===== config.mk =====
export PLATFORM = sky130hd
export DESIGN_NAME = wdt_timer
export DESIGN_NICKNAME = d
export VERILOG_FILES = /design/src/rtl/wdt_pkg.sv /design/src/rtl/wdt_prescaler.sv /design/src/rtl/wdt_bus_if.sv /design/src/rtl/wdt_core.sv /design/src/rtl/wdt_timer.sv
export SDC_FILE = /design/constraint.sdc
export NUM_CORES = 1
export LEC_CHECK = 0
export ABC_AREA = 1
export BUFFER_PORTS_ARGS = -buffer_cell sky130_fd_sc_hd__buf_4
export CAP_MARGIN = 0
export CORE_UTILIZATION = 61
export DETAILED_ROUTE_END_ITERATION = 6
export GPL_TIMING_DRIVEN = 0
export PLACE_DENSITY_LB_ADDON = 0.08
export SLEW_MARGIN = 25
export SYNTH_ARGS = -nofsm -noshare
export SYNTH_HDL_FRONTEND = slang
export SYNTH_SLANG_ARGS = --single-unit

===== constraint.sdc =====
create_clock -name clk -period 5.5 [get_ports clk]
set_input_delay 0.55 -clock clk [delete_from_list [all_inputs] [get_ports clk]]
set_output_delay 0.55 -clock clk [all_outputs]
set_load 0.02 [all_outputs]

===== src/rtl/wdt_pkg.sv =====
// Package wdt_pkg
// Shared encodings for the watchdog/interval timer: bus sizes, write keys,
// the control byte layout and the prescaler tap table.
package wdt_pkg;

    // Bus transfer size codes
    typedef enum logic [1:0] {
        SZ_BYTE = 2'd0,
        SZ_WORD = 2'd1,
        SZ_LONG = 2'd2,
        SZ_RSVD = 2'd3
    } bus_size_e;

    // Upper-byte keys steering a word write
    localparam logic [7:0] KEY_COUNT = 8'h5A;
    localparam logic [7:0] KEY_CTRL  = 8'h5A ^ 8'hFF;

    // Constant value of the reset control/status byte
    localparam logic [7:0] RSTCTL_VAL = 8'h1F;

    // Read offsets
    localparam logic [1:0] OFS_CTRL   = 2'd0;
    localparam logic [1:0] OFS_COUNT  = 2'd1;
    localparam logic [1:0] OFS_RSTCTL = 2'd3;

    // Control state held by the core
    typedef struct packed {
        logic       flag;
        logic       wd_mode;
        logic       run;
        logic [2:0] sel;
    } ctl_t;

    // Number of low prescaler bits that must all be one to emit a tick
    // for a given select value (divide ratio = 2**tap_bits).
    function automatic int unsigned tap_bits(input int unsigned sel);
        case (sel)
            0:       return 1;
            1:       return 6;
            2:       return 7;
            3:       return 8;
            4:       return 9;
            5:       return 10;
            6:       return 12;
            default: return 13;
        endcase
    endfunction

    // Pack control state into the visible control byte (bits 4:3 read 1)
    function automatic logic [7:0] pack_ctl(input ctl_t c);
        return {c.flag, c.wd_mode, c.run, 2'b11, c.sel};
    endfunction

endpackage


===== src/rtl/wdt_prescaler.sv =====
// Module wdt_prescaler
// Free-running divider of the system clock. It produces a one-cycle tick
// at the tap selected by sel. Assumes run is low whenever the counter must
// be held; the divider is cleared while run is low.
module wdt_prescaler #(
    parameter int unsigned PRE_W = 13,
    parameter int unsigned SEL_W = 3
) (
    input  logic             clk,
    input  logic             rst_n,
    input  logic             run,
    input  logic [SEL_W-1:0] sel,
    output logic             tick
);
    localparam int unsigned NTAPS = 1 << SEL_W;

    logic [PRE_W-1:0] pre_q;
    logic [NTAPS-1:0] tap_hit;

    // Advance the divider while running, clear it otherwise
    always_ff @(posedge clk) begin
        if (!rst_n) begin
            pre_q <= '0;
        end else if (!run) begin
            pre_q <= '0;
        end else begin
            pre_q <= pre_q + 1'b1;
        end
    end

    // One terminal-count detector per tap
    for (genvar i = 0; i < NTAPS; i++) begin : g_tap
        localparam int unsigned TB = wdt_pkg::tap_bits(i);
        always_comb tap_hit[i] = &pre_q[TB-1:0];
    end

    // Pick the selected tap; gated so no tick escapes while stopped
    always_comb tick = run & tap_hit[sel];

endmodule


===== src/rtl/wdt_bus_if.sv =====
// Module wdt_bus_if
// Bus front end. It accepts one request while idle and commits it on the
// fourth clock edge, with a one-cycle acknowledge. It decodes keyed word
// writes and byte reads; all other accesses complete with no effect and
// return zero. Assumes the requester waits for bus_ack before the next
// request; requests seen while busy are dropped.
module wdt_bus_if #(
    parameter int unsigned ACC_CYCLES = 4,
    parameter int unsigned DATA_W     = 8
) (
    input  logic                clk,
    input  logic                rst_n,
    input  logic                bus_req,
    input  logic                bus_we,
    input  logic [1:0]          bus_size,
    input  logic [1:0]          bus_addr,
    input  logic [2*DATA_W-1:0] bus_wdata,
    input  logic [DATA_W-1:0]   ctl_byte,
    input  logic [DATA_W-1:0]   cnt_byte,
    output logic                bus_ack,
    output logic [DATA_W-1:0]   bus_rdata,
    output logic                cnt_wr,
    output logic                ctl_wr,
    output logic                ctl_rd,
    output logic [DATA_W-1:0]   wr_val
);
    import wdt_pkg::*;

    localparam int unsigned PH_W = $clog2(ACC_CYCLES + 1);

    logic                busy_q;
    logic [PH_W-1:0]     phase_q;
    logic                we_q;
    bus_size_e           size_q;
    logic [1:0]          addr_q;
    logic [2*DATA_W-1:0] wdata_q;
    logic                commit;
    logic                word_wr;
    logic                byte_rd;
    logic [DATA_W-1:0]   key;
    logic [DATA_W-1:0]   rd_mux;

    // Final cycle of an access
    always_comb commit = busy_q && (phase_q == PH_W'(ACC_CYCLES - 1));

    // Track the access phases and latch the request fields
    always_ff @(posedge clk) begin
        if (!rst_n) begin
            busy_q  <= 1'b0;
            phase_q <= '0;
            we_q    <= 1'b0;
            size_q  <= SZ_BYTE;
            addr_q  <= '0;
            wdata_q <= '0;
        end else if (!busy_q) begin
            if (bus_req) begin
                busy_q  <= 1'b1;
                phase_q <= PH_W'(1);
                we_q    <= bus_we;
                size_q  <= bus_size_e'(bus_size);
                addr_q  <= bus_addr;
                wdata_q <= bus_wdata;
            end
        end else if (commit) begin
            busy_q  <= 1'b0;
            phase_q <= '0;
        end else begin
            phase_q <= phase_q + 1'b1;
        end
    end

    // Classify the committed access
    always_comb begin
        word_wr = we_q && (size_q == SZ_WORD) && (addr_q == OFS_CTRL);
        byte_rd = !we_q && (size_q == SZ_BYTE);
        key     = wdata_q[2*DATA_W-1:DATA_W];
        wr_val  = wdata_q[DATA_W-1:0];
        cnt_wr  = commit && word_wr && (key == KEY_COUNT);
        ctl_wr  = commit && word_wr && (key == KEY_CTRL);
        ctl_rd  = commit && byte_rd && (addr_q == OFS_CTRL);
    end

    // Select read data for a byte read; anything else returns zero
    always_comb begin
        rd_mux = '0;
        if (byte_rd) begin
            case (addr_q)
                OFS_CTRL:   rd_mux = ctl_byte;
                OFS_COUNT:  rd_mux = cnt_byte;
                OFS_RSTCTL: rd_mux = DATA_W'(RSTCTL_VAL);
                default:    rd_mux = '0;
            endcase
        end
    end

    // Register the acknowledge and read data at commit
    always_ff @(posedge clk) begin
        if (!rst_n) begin
            bus_ack   <= 1'b0;
            bus_rdata <= '0;
        end else begin
            bus_ack <= commit;
            if (commit) begin
                bus_rdata <= rd_mux;
            end
        end
    end

endmodule


===== src/rtl/wdt_core.sv =====
// Module wdt_core
// Counter, control state, sticky flag and outputs. The counter is held at
// zero while disabled or in standby. A wrap from all-ones sets the flag;
// the flag clears only on a control write of 0 after a read that saw it
// set. Assumes cnt_wr, ctl_wr and ctl_rd are single-cycle strobes.
module wdt_core #(
    parameter int unsigned CNT_W = 8,
    parameter int unsigned SEL_W = 3
) (
    input  logic             clk,
    input  logic             rst_n,
    input  logic             standby,
    input  logic             tick,
    input  logic             cnt_wr,
    input  logic             ctl_wr,
    input  logic             ctl_rd,
    input  logic [7:0]       wr_val,
    output logic             run,
    output logic [SEL_W-1:0] sel,
    output logic [7:0]       ctl_byte,
    output logic [CNT_W-1:0] cnt_q,
    output logic             irq_o,
    output logic             wdt_ovf_o
);
    import wdt_pkg::*;

    localparam logic [CNT_W-1:0] CNT_MAX = '1;

    ctl_t ctl_q;
    logic armed_q;
    logic wrap;
    logic clear_req;
    logic pulse_q;

    // A wrap happens on a tick at all-ones unless software loads the counter
    always_comb wrap = ctl_q.run && tick && !cnt_wr && (cnt_q == CNT_MAX);

    // A flag clear needs a prior read of 1 and a 0 in the written bit 7
    always_comb clear_req = ctl_wr && !wr_val[7] && armed_q;

    // Control fields: loaded by keyed writes, reset by reset or standby
    always_ff @(posedge clk) begin
        if (!rst_n || standby) begin
            ctl_q.wd_mode <= 1'b0;
            ctl_q.run     <= 1'b0;
            ctl_q.sel     <= '0;
        end else if (ctl_wr) begin
            ctl_q.wd_mode <= wr_val[6];
            ctl_q.run     <= wr_val[5];
            ctl_q.sel     <= wr_val[SEL_W-1:0];
        end
    end

    // Sticky flag: a wrap sets it and has priority over a clear
    always_ff @(posedge clk) begin
        if (!rst_n || standby) begin
            ctl_q.flag <= 1'b0;
        end else if (wrap) begin
            ctl_q.flag <= 1'b1;
        end else if (clear_req) begin
            ctl_q.flag <= 1'b0;
        end
    end

    // Arming: set by reading the flag as 1, dropped once the flag clears
    always_ff @(posedge clk) begin
        if (!rst_n || standby) begin
            armed_q <= 1'b0;
        end else if (clear_req && !wrap) begin
            armed_q <= 1'b0;
        end else if (ctl_rd && ctl_q.flag) begin
            armed_q <= 1'b1;
        end
    end

    // Counter: held at zero when stopped, loadable, advances on tick
    always_ff @(posedge clk) begin
        if (!rst_n || standby || !ctl_q.run) begin
            cnt_q <= '0;
        end else if (cnt_wr) begin
            cnt_q <= wr_val[CNT_W-1:0];
        end else if (tick) begin
            cnt_q <= cnt_q + 1'b1;
        end
    end

    // One-cycle overflow pulse for wraps in watchdog mode
    always_ff @(posedge clk) begin
        if (!rst_n || standby) begin
            pulse_q <= 1'b0;
        end else begin
            pulse_q <= wrap && ctl_q.wd_mode;
        end
    end

    // Outputs and visible control byte
    always_comb begin
        run       = ctl_q.run && !standby;
        sel       = ctl_q.sel;
        ctl_byte  = pack_ctl(ctl_q);
        irq_o     = ctl_q.flag && !ctl_q.wd_mode;
        wdt_ovf_o = pulse_q;
    end

endmodule


===== src/rtl/wdt_timer.sv =====
// Module wdt_timer
// Top level of the dual-mode watchdog/interval timer: it joins the bus
// front end, the prescaler and the counter core. Assumes a single
// requester that waits for bus_ack.
module wdt_timer #(
    parameter int unsigned CNT_W      = 8,
    parameter int unsigned PRE_W      = 13,
    parameter int unsigned SEL_W      = 3,
    parameter int unsigned ACC_CYCLES = 4
) (
    input  logic        clk,
    input  logic        rst_n,
    input  logic        standby,
    input  logic        bus_req,
    input  logic        bus_we,
    input  logic [1:0]  bus_size,
    input  logic [1:0]  bus_addr,
    input  logic [15:0] bus_wdata,
    output logic        bus_ack,
    output logic [7:0]  bus_rdata,
    output logic        irq_o,
    output logic        wdt_ovf_o
);
    logic             cnt_wr;
    logic             ctl_wr;
    logic             ctl_rd;
    logic [7:0]       wr_val;
    logic [7:0]       ctl_byte;
    logic [CNT_W-1:0] cnt_q;
    logic [7:0]       cnt_byte;
    logic             run;
    logic [SEL_W-1:0] sel;
    logic             tick;

    // Present the counter as a byte on the read path
    always_comb cnt_byte = 8'(cnt_q);

    wdt_bus_if #(
        .ACC_CYCLES(ACC_CYCLES),
        .DATA_W    (8)
    ) u_bus (
        .clk      (clk),
        .rst_n    (rst_n),
        .bus_req  (bus_req),
        .bus_we   (bus_we),
        .bus_size (bus_size),
        .bus_addr (bus_addr),
        .bus_wdata(bus_wdata),
        .ctl_byte (ctl_byte),
        .cnt_byte (cnt_byte),
        .bus_ack  (bus_ack),
        .bus_rdata(bus_rdata),
        .cnt_wr   (cnt_wr),
        .ctl_wr   (ctl_wr),
        .ctl_rd   (ctl_rd),
        .wr_val   (wr_val)
    );

    wdt_prescaler #(
        .PRE_W(PRE_W),
        .SEL_W(SEL_W)
    ) u_pre (
        .clk  (clk),
        .rst_n(rst_n),
        .run  (run),
        .sel  (sel),
        .tick (tick)
    );

    wdt_core #(
        .CNT_W(CNT_W),
        .SEL_W(SEL_W)
    ) u_core (
        .clk      (clk),
        .rst_n    (rst_n),
        .standby  (standby),
        .tick     (tick),
        .cnt_wr   (cnt_wr),
        .ctl_wr   (ctl_wr),
        .ctl_rd   (ctl_rd),
        .wr_val   (wr_val),
        .run      (run),
        .sel      (sel),
        .ctl_byte (ctl_byte),
        .cnt_q    (cnt_q),
        .irq_o    (irq_o),
        .wdt_ovf_o(wdt_ovf_o)
    );

endmodule


# == Word level (Yosys, flattened, before mapping) ==
# Cells that the tools add are included.
# totals
out_inout_bits,11
ff_bits,63
wordCells,87
input_bits,25
# classes
magnitude_cmp,1
bitwise_logic,2
reduce_logical,44
addsub,3
eq_ne,7
muxes,14
# ops
op,count
8-bit 2-to-1 mux,3
8-bit case mux with 3 select lines,1
1-bit logical AND,19
"8-bit == test, second input constant",2
"13-bit by 1-bit adder with 13-bit output, second input constant",1
13-bit AND reduction,1
12-bit AND reduction,1
10-bit AND reduction,1
3-bit 2-to-1 mux,3
9-bit AND reduction,1
"8-bit by 1-bit adder with 8-bit output, second input constant",1
"8-bit by 7-bit == test with 1-bit output, second input constant",1
1-bit logical NOT,8
8-bit AND reduction,1
7-bit AND reduction,1
1-bit 2-to-1 mux,6
6-bit AND reduction,1
2-bit nonzero test,3
"2-bit by 1-bit == test with 1-bit output, second input constant",2
2-bit logical NOT,2
"3-bit by 4-bit less-than comparator with 1-bit output, second input constant",1
2-bit AND reduction,2
"3-bit by 1-bit adder with 3-bit output, second input constant",1
1-bit binary-select mux with 3-bit select,1
6 further kinds,7

# == Logic depth before layout (Yosys ltp) ==
# Gate-level depths: netlist of run 1.
# depth
ltp_word,11
depth_mapped,13
mapped_depth_nobuf,13

# == By module ==
# A second synthesis of run 1 with hierarchy kept.
# unflattened
cells_unflattened,433
hier_area_um2,3109.2
# modules_own_cells
module,cells_each,seq_area_each_um2,area_per_inst_um2,instances
wdt_bus_if,207,680.7,1502.7,1
wdt_core,126,320.3,893.4,1
wdt_prescaler,100,260.2,713.2,1

# == Least setup slack after synthesis of run 1 ==
# No wires, ideal clock.
# synth_timing
path_type,reg2reg
from,reg u_pre.pre_q[0]
to,reg u_core.cnt_q[0]
path_buffers,0
stages_incl_launch_ff,13
arrival_ns,1.669
synth_period_minus_slack_ns,1.736
t_required_ns,5.433
path_slack_ns,3.764
cell_sequence,dfxtp_1 ha_1 nand3_1 nor2_4 ha_1 nor2_1 nor2_1 nand2_1 a21oi_2 nand2_4 nand2_4 nand2_1 a21oi_2
# synth_via
elab_chain_len,5
elab_cells_between_ends,11
# synth_rtl
item,line_no,text
"start, declared",wdt_prescaler.sv:17,logic [PRE_W-1:0] pre_q;
"start signal, assigned",wdt_prescaler.sv:27,pre_q <= pre_q + 1'b1;
13-bit AND reduction (tied with other cells),wdt_prescaler.sv:34,always_comb tap_hit[i] = &pre_q[TB-1:0];
1-bit binary-select mux with 3-bit select *,wdt_prescaler.sv:38,always_comb tick = run & tap_hit[sel];
1-bit 2-to-1 mux (not written as such) *,wdt_prescaler.sv:38,
1-bit AND *,wdt_prescaler.sv:38,
2-bit nonzero test (no line) *,-,
"end signal, assigned",wdt_core.sv:81,cnt_q <= wr_val[CNT_W-1:0];
"end signal, assigned",wdt_core.sv:83,cnt_q <= cnt_q + 1'b1;
"end, declared",wdt_core.sv:21,"output logic [CNT_W-1:0] cnt_q,"
# Mark *: on every way between the ends. The rest lies on a longest branch, timed or not. The select of a mux whose other input is x is not followed.
# A chain may end at the register's enable or synchronous reset.

# == Worst setup path after layout of run 1 ==
# layout_timing
from,reg u_pre.pre_q[0]
to,reg u_core.cnt_q[7]
# Same word-level chain as after synthesis.

==> results of run 1 <==
## flip-flops by register name, indices dropped and copies added (netlist names)
signal / cells
u_core.cnt_q: 8
u_core.armed_q: 1
u_core.sel: 3
u_bus.size_q: 2
u_bus.we_q: 1
u_bus.wdata_q: 16
u_bus.phase_q: 3
u_bus.bus_ack: 1
u_core.wdt_ovf_o: 1
u_bus.busy_q: 1
u_bus.addr_q: 2
u_pre.pre_q: 13
u_core.ctl_byte: 3
u_bus.bus_rdata: 8
## cell usage after synthesis, types with 3 or more instances
library cell	number
a211oi_1	3
a21oi_1	31
a21oi_2	4
clkbuf_1	7
dfxtp_1	63
ha_1	4
inv_1	37
nand2_1	53
nand2_2	5
nand3_1	26
nor2_1	55
nor2_4	4
nor3_1	5
nor4_1	5
o21ai_0	47
xor2_1	6
## kinds of logic after synthesis
logic type               after synthesis
XOR/XNOR                               7
flip-flops                            63
AND/OR/NAND/NOR                      163
adder cells (fa/ha/maj)                4
AO/OA/AOI/OAI                         93
buffers and inverters                 53
## worst min-delay path by stage
stage | startpoint | end
finish | bus_wdata[12] | u_bus.wdata_q[12]$_SDFFE_PN0P_
global route | bus_wdata[3] | u_bus.wdata_q[3]$_SDFFE_PN0P_
CTS | bus_size[1] | u_bus.size_q[1]$_SDFFE_PN0P_
detailed placement | u_pre.pre_q[9]$_SDFF_PN0_ | u_pre.pre_q[9]$_SDFF_PN0_
global placement | u_pre.pre_q[9]$_SDFF_PN0_ | u_pre.pre_q[9]$_SDFF_PN0_
floorplan | u_pre.pre_q[9]$_SDFF_PN0_ | u_pre.pre_q[9]$_SDFF_PN0_
## stage by stage
step                hold slack, ns  area, um^2  std cells  util [%]  setup slack (ns)
floorplan                    0.422        2870        383         -              3.76
CTS                          0.426        3410        486      76.7              3.50
global route                 0.436        3410        486      76.7              3.29
finish                       0.424        3410        486      76.7              3.49
detailed placement           0.443        3200        470      72.0              3.52
global placement             0.441        3200        470      72.0              3.56
## layer usage
layer  wire length [um]  track usage (%)  vias up
li1                   -                -     1362
met1               2970             37.1     1234
met2               3060             47.4       94
met3                444             5.41       25
met4                242             18.4        0
met5                  0                0        -
## power by group through the flow
stage | clock network, mW | registers, mW | logic (mW)
floorplan | 0 | 0.488 | 0.0343
global placement | 0 | 0.491 | 0.0564
detailed placement | 0 | 0.491 | 0.0581
CTS | 0.426 | 0.481 | 0.0586
global route | 0.445 | 0.483 | 0.0672
finish | 0.425 | 0.481 | 0.0594
## cell type report
cell class | instances | area [um^2]
Buffer | 12 | 67.6
Clock buffer | 13 | 169
Clock inverter | 3 | 40.0
Fill cell | 338 | 1030
Inverter | 41 | 156
Multi-Input combinational cell | 267 | 1390
Sequential cell | 63 | 1260
Tap cell | 52 | 65.1
Timing Repair Buffer | 35 | 263
## worst max-delay path, cell delays in order (launching register included)
cell	delay, ns
dfxtp_1	0.39
ha_1	0.22
nand3_1	0.13
nor2_4	0.16
ha_1	0.17
nor2_1	0.04
nor2_1	0.09
nand2_1	0.08
a21oi_2	0.21
nand2_4	0.12
nand2_4	0.12
nand2_1	0.07
a21oi_1	0.13
==> impl_results.md, run 1 <==
- DRC viols: 2
- Leading cell types in the layout, fill and taps excluded: dfxtp_1 (63), nor2_1 (55), nand2_1 (53)
- Max clock buf depth: 2
- Logic pwr share: 6.2%
- P_sw: 0.226 mW
- Die Span Y: 70.6 um
- Flop pwr share: 49.8%
- Critical path fanouts, max: 9
- Synth area leaders: dfxtp_1 (44%), o21ai_0 (8.2%), nor2_1 (7.2%)
- Antenna Violating Nets Remaining: 0
- Final Wtd Congestion: 0.878
- RSZ-0062 raised after global routing: false
- Outcome: complete, but fails checks
- Mapped Nets: 412
- Remaining global-route overflow: 0
- Async SR Flop Fraction: 0%
- Crit share post-route: 36.6%
- Hold_buf cts: 0
- Synth Area per Inst: 7.50 um^2
- Final setup TNS: 0 ns
- Routed via count: 2,715
- Post-detailed-routing wire length: 6.72 mm
- TritonCTS buffer count: 9
- H-tree depth: 3
- Clock power share: 44.0%
- Post-synthesis adder-cell area fraction: 1.74%
- 1st-iter DRT viols: 225
- Hold Path Cell Cnt: 3
- WP data required: 5.78 ns
- Final Hold Fails: 0
- # resized after CTS: 0
- Final min period: 2.01 ns
- Post-CTS setup buffers: 0
- IO buf count: 35
- P_int: 0.739 mW
- Die Wd: 70.6 um
- Sequential share of the synthesized area: 43.9%
- Worst setup EP type: flip-flop
- Post-Synth Simple-Gate Area: 26.7%
- Clk_lat worst skew: 0.35 ns
- Multiplexer share of the synthesized area: 0%
- Net count, final: 458
- CTS sink cnt: 63
- Drt wl/cell: 13.8 um
- Synthesized netlist cell count: 383
- Final Power: 0.965 mW
- Critical path origin: u_pre.pre_q[0]$_SDFF_PN0_
- Final Max Slew Viols: 0
- Post-synth top area share: 43.9%
- Number of diodes: 0
- CP Class: flip-flop to flip-flop
- Peak Freq: 497 MHz
- Synth Area in XOR/XNOR: 2.13%
- Worst setup path endpoint: u_core.cnt_q[7]$_SDFFE_PP0P_
- Final HPWL DP: 4.80 mm
- Worst-Margin Slew: 0.500 ns
- Worst-path clk slew: 0.07 ns
- Yosys warnings: 0
- Number of synthesized flops with an enable pin: 0
- Largest net degree at the start of global routing: 11
- Leak Pwr: 1.32 nW
- TritonCTS clock tree: built
- Synth unique cells: 39
- Root Driver: clkbuf_8
- Initial Utilization: 64.6%
- First drt pass iteration count: 7
- Post-synth top flop: dfxtp_1
- Global-route wire length before repair: 11.3 mm
- Power per cell area: 283 nW/um^2
- Slew margin rel.: 66.5%
- Clock Skews: 0.00610 ns
- Main combinational cell family by area after synthesis: simple AND/OR/NAND/NOR gates
- Antenna violations before repair: 0
- Area Overhead vs Synth: 18.7%
- Reg2Reg Depth: 12
- Total GRT Usage: 29.6%
- Most common cell after layout, fill and taps aside: dfxtp_1
- Critical Path AT: 2.29 ns
- Post-synth top area cell: dfxtp_1
- FF+latch count, synth: 63
- Share of cells above drive strength 1: 17.7%
- FF-to-FF Start: u_pre.pre_q[0]$_SDFF_PN0_
- Number of global-route vias before repair: 2,563
- Hold crit path type: input pin to flip-flop
- Area of the core: 4440 um^2
- Die area: 4990 um^2
- Row count: 24
- Startpoint Class: flip-flop
- Failing checks: DRC
- Worst reg-to-reg setup slack: 3.49 ns
- DR vias/cell: 5.59
- Max cap viols: 0
- I/O pin count: 36
- Max rail drop VDD: 0.216 mV
- Final Setup Violations: 0
- Reg2reg end: u_core.cnt_q[7]$_SDFFE_PP0P_
- Synthesized area: 2870 um^2
- Net Sw Frac: 23.4%
- Compound-Gate Fraction of Synth Area: 17.7%
Note: power is estimated with default switching activity, not from simulation.
==> run 2, diff against run 1 <==
Settings changed: CORE_UTILIZATION 61 to 52.
Clock period 5.5 ns to 1.85 ns, I/O delays scaled along.
==> run 2 against run 1 <==
  * The flow finishes with violations (setup timing)
  * Worst hold slack worse by 0.36 ns
  * Fmax increased by 6.3%
  * Sequential power grew to 3.0 times the previous value
  * Power grew to 3.1 times the previous value
  * Final cell count is 5.3% higher
  * Critical endpoint is now u_core.armed_q$_SDFFE_PP0P_
  * Largest cell class unchanged
==> impl_results.md, run 2 (same netlist as run 1, synthesis figures left out) <==
- Global-route wire length before repair: 11.2 mm
- Net count, final: 467
- Post-detailed-routing wire length: 7.04 mm
- TritonCTS buffer count: 9
- Area after DPL: 3220 um^2
- Outcome: complete, but fails checks
- RSZ-0062 raised after global routing: true
- Final core occ: 71.1%
- Setup ws final: -0.0436 ns
- Hold Startpoint: bus_wdata[12]
- CP Class: flip-flop to flip-flop
- Leak Pwr: 1.46 nW
- Most common cell after layout, fill and taps aside: dfxtp_1
- FF-to-FF Start: u_pre.pre_q[0]$_SDFF_PN0_
- IO buf count: 35
- Slew margin rel.: 62.5%
- Clk_lat worst skew: 0.33 ns
- Final HPWL DP: 4.93 mm
- Number of diodes: 0
- Largest net degree at the start of global routing: 11
- Drt wl/cell: 13.8 um
- Die Span Y: 76.3 um
- Final Max Slew Viols: 0
- Critical path fanouts, max: 4
- Final Setup Violations: 1
- Worst-path clk slew: 0.07 ns
- Post-place setup slack: -0.121 ns
- Critical Path AT: 2.15 ns
- Final min period: 1.89 ns
- 1st-iter DRT viols: 154
- Number of global-route vias before repair: 2,398
- Design area: 3700 um^2
- Max rail drop VDD: 0.613 mV
- Initial Utilization: 55.2%
- Remaining global-route overflow: 0
- Fillers: 436
- Antenna Violating Nets Remaining: 0
- Total GRT Usage: 24.4%
- Antenna violations before repair: 0
- Worst setup EP type: flip-flop
- DRC viols: 0
- DR vias/cell: 5.39
- Clock Skews: 0.00565 ns
- Final std cells w/o fill: 512
- Failing checks: setup timing
- Row count: 26
- Max cap viols: 0
- First drt pass iteration count: 5
- Final Wtd Congestion: 0.916
- Area of the core: 5200 um^2
- CTS sink cnt: 63
- Worst-Margin Slew: 0.560 ns
- Startpoint Class: flip-flop
- Placed Cells: 488
- Crit share post-route: 102%
- Hold crit path type: input pin to flip-flop
- Regs by FF count: u_bus.wdata_q: 16 flops, u_pre.pre_q: 13 flops
- Max clock buf depth: 2
- Die area: 5830 um^2
- H-tree depth: 3
- Leading cell types in the layout, fill and taps excluded: dfxtp_1 (57), nor2_1 (53), o21ai_0 (46)
- Share of cells above drive strength 1: 26.5%
- Die Wd: 76.3 um
- WP data required: 2.11 ns
- I/O pin count: 36
- Critical path origin: u_pre.pre_q[0]$_SDFF_PN0_
- Root Driver: clkbuf_8
- Most flops, register: u_bus.wdata_q
- Routed via count: 2,760
- Area Overhead vs Synth: 28.8%
- Power per cell area: 802 nW/um^2
- Largest register FFs: 16
- Peak Freq: 528 MHz
- Final Hold Fails: 0
- TritonCTS clock tree: built
run 2: cell count changes in the layout (fill, tap and decap cells not counted), moves of 5 or more:
cell / before / now
buf_4: 36 / 41
a21oi_1: 31 / 26
nand3_1: 26 / 21
dfxtp_1: 63 / 57
nand2_1: 53 / 44
dfxtp_2: 0 / 5
nand2_2: 5 / 10
run 2: through the flow:
| stage | hold slack [ns] | power [mW] | TNS (ns) |
|---|---|---|---|
| after floorplan | 0.320 | 1.55 | 0 |
| after global placement | 0.405 | 1.63 | -0.753 |
| after detailed placement | 0.413 | 1.63 | -1.12 |
| after CTS | 0.0644 | 2.98 | 0 |
| after global routing | 0.0693 | 3.07 | -0.794 |
| final | 0.0686 | 2.97 | -0.0436 |
run 2: worst max-delay path, stage by stage, from the launching register on:
cell and delay, ns:
dfxtp_4 0.37, ha_4 0.16, nand3_4 0.09, nor2_4 0.15, ha_4 0.13, nor2_2 0.03
nor2_2 0.12, nand2_2 0.08, a21oi_4 0.19, nand4_1 0.17, nand2_1 0.11, nand2_1 0.07
nor2_1 0.16
run 2: final timing paths:
kind                                                  endpoint  slack (ns)  cells past startpoint
worst min register to register       u_pre.pre_q[0]$_SDFF_PN0_        0.45                      1
worst max-delay path               u_core.armed_q$_SDFFE_PP0P_       -0.04                     12
worst max register to register     u_core.armed_q$_SDFFE_PP0P_       -0.04                     12
worst min-delay path            u_bus.wdata_q[12]$_SDFFE_PN0P_        0.07                      3
run 2: final cells by class:
class,instances,area (um^2),share of cell area (%)
Clock inverter,3,65.1,1.76
Sequential cell,63,1270,34.3
Timing Repair Buffer,44,345,9.33
Multi-Input combinational cell,267,1540,41.7
Inverter,41,156,4.23
Buffer,12,67.6,1.83
Clock buffer,12,165,4.46
Tap cell,70,87.6,2.37
run 2: report_power, final:
part	total (mW)	internal [mW]	switching, mW
Clock	1.36	0.859	0.505
Combinational	0.176	0.0720	0.104
Sequential	1.43	1.40	0.0314
Total	2.97	2.33	0.640
run 2: metal layers:
| metal | global-route usage, % | vias to the layer above | part of all wire [%] | routed length (um) |
|---|---|---|---|---|
| met1 | 34.2 | 1266 | 46 | 3270 |
| met3 | 6.47 | 15 | 6.0 | 419 |
| met5 | 0 | - | 0 | 0 |
| met2 | 37.3 | 86 | 46 | 3250 |
| met4 | 5.77 | 0 | 1.5 | 108 |
| li1 | - | 1393 | - | - |
run 2: what timing repair did:
item,4_1_cts,5_1_grt
hold buffers,0,0
resized for setup,3,44
pin swaps,3,15
endpoints found under the setup margin,11,16
setup buffers,2,7
